`config.mk`:
```
export PLATFORM = sky130hd
export DESIGN_NAME = spi_lowpower_ctrl
export DESIGN_NICKNAME = d
export VERILOG_FILES = /design/src/rtl/spi_lowpower_pkg.sv /design/src/rtl/spi_lowpower_cond.sv /design/src/rtl/spi_lowpower_fsm.sv /design/src/rtl/spi_lowpower_freeze.sv /design/src/rtl/spi_lowpower_gate.sv /design/src/rtl/spi_lowpower_ctrl.sv
export SDC_FILE = /design/constraint.sdc
export NUM_CORES = 1
export LEC_CHECK = 0
export ABC_AREA = 1
export BUFFER_PORTS_ARGS = -buffer_cell sky130_fd_sc_hd__buf_4
export CORE_MARGIN = 5
export CORE_UTILIZATION = 51
export DETAILED_ROUTE_END_ITERATION = 10
export PLACE_DENSITY = 0.92
export SKIP_LAST_GASP = 1
export SLEW_MARGIN = 20
export SYNTH_ARGS = -nofsm -noshare
export SYNTH_HDL_FRONTEND = slang
export SYNTH_SLANG_ARGS = --single-unit
```
`constraint.sdc`:
```
create_clock -name clk -period 2.7 [get_ports clk]
set_input_delay 0.54 -clock clk [delete_from_list [all_inputs] [get_ports clk]]
set_output_delay 0.54 -clock clk [all_outputs]
set_load 0.005 [all_outputs]
```
`src/rtl/spi_lowpower_pkg.sv`:
```
package spi_lowpower_pkg;

   typedef enum logic [2:0] {
      LP_RUN          = 3'd0,
      LP_STOP_PEND    = 3'd1,
      LP_STOPPED      = 3'd2,
      LP_DIS_PEND     = 3'd3,
      LP_DISABLED     = 3'd4
   } lp_state_e;

   function automatic logic lp_dormant(input lp_state_e s);
      return (s == LP_STOPPED) || (s == LP_DISABLED);
   endfunction

endpackage

```
`src/rtl/spi_lowpower_cond.sv`:
```
module spi_lowpower_cond #(
   parameter int DOZE_SYNC_STAGES = 0
) (
   input  logic clk,
   input  logic rst_n,
   input  logic doze_i,
   input  logic doze_en_i,
   input  logic sw_disable_i,
   output logic dis_cond_o
);

   logic doze_s;

   generate
      if (DOZE_SYNC_STAGES < 0 || DOZE_SYNC_STAGES > 3) begin : g_bad_stages
         $error("DOZE_SYNC_STAGES must be within 0..3");
      end

      if (DOZE_SYNC_STAGES == 0) begin : g_direct
         assign doze_s = doze_i;
      end else begin : g_sync
         logic [DOZE_SYNC_STAGES-1:0] sync_q;
         always_ff @(posedge clk) begin
            if (!rst_n) sync_q <= '0;
            else        sync_q <= {sync_q[DOZE_SYNC_STAGES-1:0], doze_i} >> 0;
         end
         assign doze_s = sync_q[DOZE_SYNC_STAGES-1];
      end
   endgenerate

   assign dis_cond_o = sw_disable_i | (doze_s & doze_en_i);

endmodule

```
`src/rtl/spi_lowpower_fsm.sv`:
```
module spi_lowpower_fsm
   import spi_lowpower_pkg::*;
(
   input  logic clk,
   input  logic rst_n,
   input  logic stop_req_i,
   input  logic dis_cond_i,
   input  logic xfer_active_i,
   input  logic frame_end_i,
   output logic stop_ack_o,
   output logic clk_en_o,
   output logic hold_nxt_o
);

   lp_state_e state_q, state_d;
   logic      boundary;

   assign boundary = !xfer_active_i || frame_end_i;

   always_comb begin
      state_d = state_q;
      unique case (state_q)
         LP_RUN: begin
            if (stop_req_i)      state_d = boundary ? LP_STOPPED  : LP_STOP_PEND;
            else if (dis_cond_i) state_d = boundary ? LP_DISABLED : LP_DIS_PEND;
         end
         LP_STOP_PEND: begin
            if (!stop_req_i)     state_d = LP_RUN;
            else if (boundary)   state_d = LP_STOPPED;
         end
         LP_STOPPED: begin
            if (!stop_req_i)     state_d = LP_RUN;
         end
         LP_DIS_PEND: begin
            if (stop_req_i)      state_d = boundary ? LP_STOPPED : LP_STOP_PEND;
            else if (!dis_cond_i) state_d = LP_RUN;
            else if (boundary)   state_d = LP_DISABLED;
         end
         LP_DISABLED: begin
            if (stop_req_i)      state_d = boundary ? LP_STOPPED : LP_STOP_PEND;
            else if (!dis_cond_i) state_d = LP_RUN;
         end
         default:                state_d = LP_RUN;
      endcase
   end

   always_ff @(posedge clk) begin
      if (!rst_n) begin
         state_q    <= LP_RUN;
         stop_ack_o <= 1'b0;
         clk_en_o   <= 1'b1;
      end else begin
         state_q    <= state_d;
         stop_ack_o <= (state_d == LP_STOPPED);
         clk_en_o   <= !lp_dormant(state_d);
      end
   end

   assign hold_nxt_o = (state_d == LP_STOPPED);

endmodule

```
`src/rtl/spi_lowpower_freeze.sv`:
```
module spi_lowpower_freeze #(
   parameter int W = 1
) (
   input  logic         clk,
   input  logic         rst_n,
   input  logic         hold_i,
   input  logic [W-1:0] d_i,
   output logic [W-1:0] q_o
);

   generate
      if (W < 1) begin : g_bad_w
         $error("freeze width must be at least 1");
      end
   endgenerate

   always_ff @(posedge clk) begin
      if (!rst_n)       q_o <= '0;
      else if (!hold_i) q_o <= d_i;
   end

endmodule

```
`src/rtl/spi_lowpower_gate.sv`:
```
module spi_lowpower_gate #(
   parameter int LANES = 1
) (
   input  logic             clk,
   input  logic             rst_n,
   input  logic             live_i,
   input  logic [LANES-1:0] strobe_i,
   output logic [LANES-1:0] fx_o
);

   generate
      if (LANES < 1 || LANES > 16) begin : g_bad_lanes
         $error("strobe lane count must be within 1..16");
      end
      for (genvar k = 0; k < LANES; k++) begin : g_lane
         always_ff @(posedge clk) begin
            if (!rst_n) fx_o[k] <= 1'b0;
            else        fx_o[k] <= strobe_i[k] & live_i;
         end
      end
   endgenerate

endmodule

```
`src/rtl/spi_lowpower_ctrl.sv`:
```
module spi_lowpower_ctrl #(
   parameter int IRQ_W            = 4,
   parameter int DMA_W            = 2,
   parameter int PUSH_W           = 1,
   parameter int POP_W            = 1,
   parameter int DOZE_SYNC_STAGES = 0
) (
   input  logic              clk,
   input  logic              rst_n,
   input  logic              stop_req_i,
   input  logic              doze_i,
   input  logic              sw_disable_i,
   input  logic              doze_en_i,
   input  logic              xfer_active_i,
   input  logic              frame_end_i,
   input  logic [IRQ_W-1:0]  irq_i,
   input  logic [DMA_W-1:0]  dma_i,
   input  logic [PUSH_W-1:0] push_wr_i,
   input  logic [POP_W-1:0]  pop_rd_i,
   output logic              stop_ack_o,
   output logic              clk_en_o,
   output logic [IRQ_W-1:0]  irq_o,
   output logic [DMA_W-1:0]  dma_o,
   output logic [PUSH_W-1:0] push_fx_o,
   output logic [POP_W-1:0]  pop_fx_o
);

   localparam int REQ_W = IRQ_W + DMA_W;

   generate
      if (IRQ_W < 1 || DMA_W < 1) begin : g_bad_req
         $error("request widths must be at least 1");
      end
   endgenerate

   logic dis_cond;
   logic hold_nxt;
   logic [REQ_W-1:0] req_q;

   spi_lowpower_cond #(.DOZE_SYNC_STAGES(DOZE_SYNC_STAGES)) i_cond (
      .clk          (clk),
      .rst_n        (rst_n),
      .doze_i       (doze_i),
      .doze_en_i    (doze_en_i),
      .sw_disable_i (sw_disable_i),
      .dis_cond_o   (dis_cond)
   );

   spi_lowpower_fsm i_fsm (
      .clk           (clk),
      .rst_n         (rst_n),
      .stop_req_i    (stop_req_i),
      .dis_cond_i    (dis_cond),
      .xfer_active_i (xfer_active_i),
      .frame_end_i   (frame_end_i),
      .stop_ack_o    (stop_ack_o),
      .clk_en_o      (clk_en_o),
      .hold_nxt_o    (hold_nxt)
   );

   spi_lowpower_freeze #(.W(REQ_W)) i_freeze (
      .clk    (clk),
      .rst_n  (rst_n),
      .hold_i (hold_nxt),
      .d_i    ({dma_i, irq_i}),
      .q_o    (req_q)
   );

   assign irq_o = req_q[IRQ_W-1:0];
   assign dma_o = req_q[REQ_W-1:IRQ_W];

   spi_lowpower_gate #(.LANES(PUSH_W)) i_push_gate (
      .clk      (clk),
      .rst_n    (rst_n),
      .live_i   (clk_en_o),
      .strobe_i (push_wr_i),
      .fx_o     (push_fx_o)
   );

   spi_lowpower_gate #(.LANES(POP_W)) i_pop_gate (
      .clk      (clk),
      .rst_n    (rst_n),
      .live_i   (clk_en_o),
      .strobe_i (pop_rd_i),
      .fx_o     (pop_fx_o)
   );

endmodule

```
# Word-level counts from Yosys, hierarchy flattened
# Cells that the tools add are included.
[totals] ff_bits=13 in_bits=16
[classes] eq_ne=6 n_mux=13 bitwise_logic=4 n_reduce_logical=5
[ops] operator="two-way mux 3 bit" count=11
[ops] operator="one-hot mux 3 bit (5 select lines)" count=1
[ops] operator="== test 3 x 2 -> 1 bit (second input constant)" count=3
[ops] operator="== test 3 bit (second input constant)" count=2
[ops] operator="bitwise AND 1 bit" count=3
[ops] operator="== test 3 x 1 -> 1 bit (second input constant)" count=1
[ops] operator="logical NOT 3 bit" count=1
[ops] operator="logical NOT 1 bit" count=2
[ops] operator="logical OR 1 bit" count=2
[ops] operator="two-way mux 2 bit" count=1
[ops] operator="OR 1 bit" count=1

# Logic depth before layout (Yosys ltp)
[logic_depth] ltp_word=9 ltp_mapped=11 mapped_depth_nobuf=11

# By module
# A second synthesis with hierarchy kept.
[unflattened] cells_unflattened=98 area_unflattened_um2=640.6
[by_module_without_submodules] module="spi_lowpower_fsm" cells_each=50 n_inst=1 area_per_inst_um2=305.3 seq_area_each_um2=100.1
[by_module_without_submodules] module="spi_lowpower_freeze" cells_each=37 n_inst=1 area_per_inst_um2=256.5 seq_area_each_um2=120.1
[by_module_without_submodules] module="spi_lowpower_gate" cells_each=4 n_inst=2 area_per_inst_um2=33.8 seq_area_each_um2=20.0
[by_module_without_submodules] module="spi_lowpower_cond" cells_each=3 n_inst=1 area_per_inst_um2=11.3 seq_area_each_um2=0.0

# Worst setup path after synthesis
# No wires, ideal clock.
[synth_path] path_type="input-to-reg" startpoint="in doze_i" endpoint="reg i_fsm.clk_en_o" setup_time_ns=0.111 cell_stages=10 t_required_ns=2.589 arrival_time_ns=1.391 slack_ns=1.198 path_cell_list="nand2_1 > nand2_2 > nand2_2 > nor2_2 > o21ai_4 > nand2_4 > nor2_8 > inv_4 > nand2_2 > nand2_2"
[synth_between] elab_chain_cells=8 word_cells_on_any_way=13
[synth_rtl] element="start, declared" line_no="spi_lowpower_ctrl.sv:11" source="input logic doze_i,"
[synth_rtl] element="bitwise AND 1 bit *" line_no="spi_lowpower_cond.sv:31" source="assign dis_cond_o = sw_disable_i | (doze_s & doze_en_i);"
[synth_rtl] element="OR 1 bit *" line_no="spi_lowpower_cond.sv:31"
[synth_rtl] element="two-way mux 3 bit, on equally long branches" line_no="spi_lowpower_fsm.sv:41, spi_lowpower_fsm.sv:25, spi_lowpower_fsm.sv:36"
[synth_rtl] element="two-way mux 3 bit, on equally long branches" line_no="spi_lowpower_fsm.sv:40, spi_lowpower_fsm.sv:24, spi_lowpower_fsm.sv:35"
[synth_rtl] element="one-hot mux 3 bit (5 select lines) *" line_no="spi_lowpower_fsm.sv:22" source="unique case (state_q)"
[synth_rtl] element="== test 3 x 2 -> 1 bit or == test 3 bit (tied branches)" line_no="spi_lowpower_pkg.sv:12" source="return (s == LP_STOPPED) || (s == LP_DISABLED);"
[synth_rtl] element="logical OR 1 bit *" line_no="spi_lowpower_pkg.sv:12"
[synth_rtl] element="logical NOT 1 bit *" line_no="spi_lowpower_fsm.sv:55" source="clk_en_o <= !lp_dormant(state_d);"
[synth_rtl] element="end signal, assigned" line_no="spi_lowpower_fsm.sv:55"
[synth_rtl] element="end, declared" line_no="spi_lowpower_fsm.sv:11" source="output logic clk_en_o,"
# Every way passes the cells marked *; elsewhere a longest branch is shown, timed or not.
# A chain may end at the register's enable or synchronous reset.

# Worst setup path in the final report
[layout_path] startpoint="reg i_fsm.state_q[2]" endpoint="reg i_fsm.clk_en_o"
[layout_between] elab_chain_cells=7 word_cells_on_any_way=20
[layout_rtl] element="start, declared" line_no="spi_lowpower_fsm.sv:15" source="lp_state_e state_q, state_d;"
[layout_rtl] element="start signal, assigned" line_no="spi_lowpower_fsm.sv:53" source="state_q <= state_d;"
[layout_rtl] element="two-way mux 3 bit" line_no="spi_lowpower_fsm.sv:37" source="else if (boundary) state_d = LP_DISABLED;"
[layout_rtl] element="two-way mux 3 bit" line_no="spi_lowpower_fsm.sv:36" source="else if (!dis_cond_i) state_d = LP_RUN;"
[layout_rtl] element="two-way mux 3 bit" line_no="spi_lowpower_fsm.sv:35" source="if (stop_req_i) state_d = boundary ? LP_STOPPED : LP_STOP_PEND;"
[layout_rtl] element="one-hot mux 3 bit (5 select lines) *" line_no="spi_lowpower_fsm.sv:22"
[layout_rtl] element="== test 3 x 2 -> 1 bit or == test 3 bit (tied branches)" line_no="spi_lowpower_pkg.sv:12"
[layout_rtl] element="logical OR 1 bit *" line_no="spi_lowpower_pkg.sv:12"
[layout_rtl] element="logical NOT 1 bit *" line_no="spi_lowpower_fsm.sv:55"
# Marked as above.

==> results.sh <==
export IMPL_drt_iter0_drc=14
export IMPL_synth_simple_gate_area_share_pct=44.5
export IMPL_whs_path_depth=2
export IMPL_routed_wl_microns=1610
export IMPL_crit_fanout=8
export IMPL_num_antenna_cells=0
export IMPL_clock_root_buffer="clkbuf_4"
export IMPL_worst_slew_pin_slew_ns=0.344
export IMPL_maxCapViolations=0
export IMPL_holdBufCountCts=0
export IMPL_regToRegSetupSlack_ns=1.19
export IMPL_critical_path_class="flop to flop"
export IMPL_yosysTopAreaCellShare_pct=34.6
export IMPL_max_freq_ghz=0.660
export IMPL_crit_chain="inv_4 > nand2_2 > nor2_2 > o21ai_4 > nand2_4 > nor2_8 > inv_4 > nand2_2 > nand2_2"
export IMPL_timing_final_ws_setup_ns=1.19
export IMPL_peakVddDrop_uv=318
export IMPL_power_per_cell_area_nw_per_um2=503
export IMPL_synth_area_leader_cell="dfxtp_1"
export IMPL_ios=26
export IMPL_grt_usage_pct=14.8
export IMPL_clkSlewWorstSetupHoldPaths_ns=0.08
export IMPL_grt_setup_unrepaired="no"
export IMPL_tritoncts="yes"
export IMPL_period_share_pct=56.1
export IMPL_first_global_vias=704
export IMPL_via_count=719
export IMPL_wl_met2_microns=854
export IMPL_htreeDepth=1
export IMPL_cp_num_buf_inv=2
export IMPL_multi_input_area_sq_um=405
export IMPL_start_util_pct=55.8
export IMPL_synth_cell_types=21
export IMPL_netlist_area_sq_um=753
export IMPL_startpoint_type="flop"
export IMPL_drive_gt1_share_pct=43.8
export IMPL_cp_top_family="flip-flops"
export IMPL_n_fill_cell=106
export IMPL_r2r_start="i_fsm.state_q[2]$_SDFF_PN0_"
export IMPL_cts_buffer_depth=2
export IMPL_dp_slack_ns=0.943
export IMPL_cts_buffers=3
export IMPL_path_depth=9
export IMPL_p_leak_nw=0.483
export IMPL_grt_pass1_wl_microns=2820
export IMPL_crit_slowest_cell="dfxtp_1"
export IMPL_ys_seq_area_share_pct=34.6
export IMPL_grt_max_degree=9
export IMPL_clk_latency_ns=0.28
export IMPL_synth_xor_area_share_pct=0
export IMPL_period_needed_ns=1.51
export IMPL_final_common_cell="buf_4"
export IMPL_skew_ns=0.00170
export IMPL_area_delta_synth_final_pct=27.9
export IMPL_routedWlPerCell_microns=11.3
export IMPL_post_drt_via_cell_ratio=5.03
export IMPL_ys_warnings_count=0
export IMPL_synthTopCellsByArea="dfxtp_1 35%, nor2_2 8.3%, nand2_1 8.0%"
export IMPL_routed_top_layer="met4"
export IMPL_worstRegToRegCells=9
export IMPL_core_area_sq_um=1350
export IMPL_fp_dieW_microns=48.4
export IMPL_dp_hpwl_microns=1340
export IMPL_muxShareOfSynthArea_pct=0
export IMPL_min_path_type="flop to flop"
export IMPL_mostFrequentLayoutCells="25 x buf_4, 16 x nand2_1, 15 x nor2_1, 13 x dfxtp_1, 12 x inv_1"
export IMPL_row_count=13
export IMPL_io_buffers=25
export IMPL_die_y_microns=48.4
export IMPL_worstHoldStart="i_fsm.clk_en_o$_SDFF_PN1_"
export IMPL_regArea_sq_um=260
export IMPL_path_common_cell="nand2_2"
export IMPL_synth_top_family_by_area="simple AND/OR/NAND/NOR gates"
export IMPL_critical_path_max_stage_delay_ns=0.52
export IMPL_end_kind="flop"
export IMPL_final_nets=145
export IMPL_syn_nets=117
export IMPL_synthCells=101
export IMPL_postCtsSetupBuffers=0
export IMPL_ant_nets=0
export IMPL_worstPathRequired_ns=2.88
export IMPL_synth_seq_cells=13
export IMPL_post_cts_resized=0
export IMPL_slew_headroom_pct=77.0
export IMPL_outcome="finished, final reports clean"
export IMPL_overflow=0
export IMPL_synth_compound_area_share_pct=9.30
export IMPL_finalSetupViolCount=0
export IMPL_startpoint="i_fsm.state_q[2]$_SDFF_PN0_"
export IMPL_cts_sinks=13
export IMPL_wl_met1_microns=641
export IMPL_fin_util_pct=71.4
export IMPL_tns_ns=0
export IMPL_avgSynthCellArea_sq_um=7.46
export IMPL_wl_met3_microns=64
export IMPL_synthAdderAreaFrac_pct=0
export IMPL_hold_viol=0
export IMPL_worstPathArrival_ns=1.70
export IMPL_drt_pass1_iter_count=4
export IMPL_drv_slew=0
export IMPL_place_gp_congestion=0.947
export IMPL_antenna_found_initial=0
export IMPL_drc_errors=0
export IMPL_dieArea_sq_um=2350
==> worst paths after layout <==
path	endpoint
max	i_fsm.clk_en_o$_SDFF_PN1_
min	i_push_gate.fx_o$_SDFF_PN0_
max reg2reg	i_fsm.clk_en_o$_SDFF_PN1_
min reg2reg	i_push_gate.fx_o$_SDFF_PN0_
==> sequential cells by signal (all words and copies together), names as in the netlist <==
name	count
i_push_gate.fx_o	1
i_fsm.state_q	3
i_freeze.q_o	6
i_fsm.stop_ack_o	1
i_pop_gate.fx_o	1
i_fsm.clk_en_o	1
==> stage by stage <==
step	cells	total power, mW	cell area, sq um	hold WS (ns)
after floorplan	101	0.317	753	0.439
after global placement	139	0.365	937	0.432
after detailed placement	139	0.370	937	0.441
after CTS	143	0.490	963	0.454
after global routing	143	0.515	963	0.469
final	143	0.485	963	0.452
==> kinds of logic (layout without fill, tap and decap cells) <==
kind of cell,count (synthesis),count (layout)
AOI/OAI and AO/OA,8,8
buffers and inverters,18,45
DFF,13,13
and+or+nand+nor,62,62
==> Yosys cell counts (all sizes together) <==
cell type and count:
a21oi 2, buf 2, dfxtp 13, inv 16, nand2 25, nand3 2
nand4 7, nor2 27, nor3 1, o2111ai 1, o21ai 5
==> layer usage <==
metal	vias to the layer above	GRT usage (%)
met2	24	25.9
met3	7	2.14
li1	368	-
met1	320	15.7
met4	0	11.1
met5	-	0
==> worst min-delay path: stages, from the launching register on <==
cell	delay, ns
dfxtp_1	0.33
nand2_1	0.06
nor2_1	0.03
==> area by class of cell <==
class	instances	share of cell area, %
multi-input combinational	70	42.1
timing repair buffer	25	19.5
sequential	13	27.0
clock buffer	4	2.73
tap	15	1.95
inverter	16	6.75
==> power by group <==
group	switching, mW	internal [mW]
combinational	0.0751	0.0668
sequential	0.0124	0.210
clock	0.0629	0.0574
total	0.150	0.334
Power figures use the tool's default switching activity.
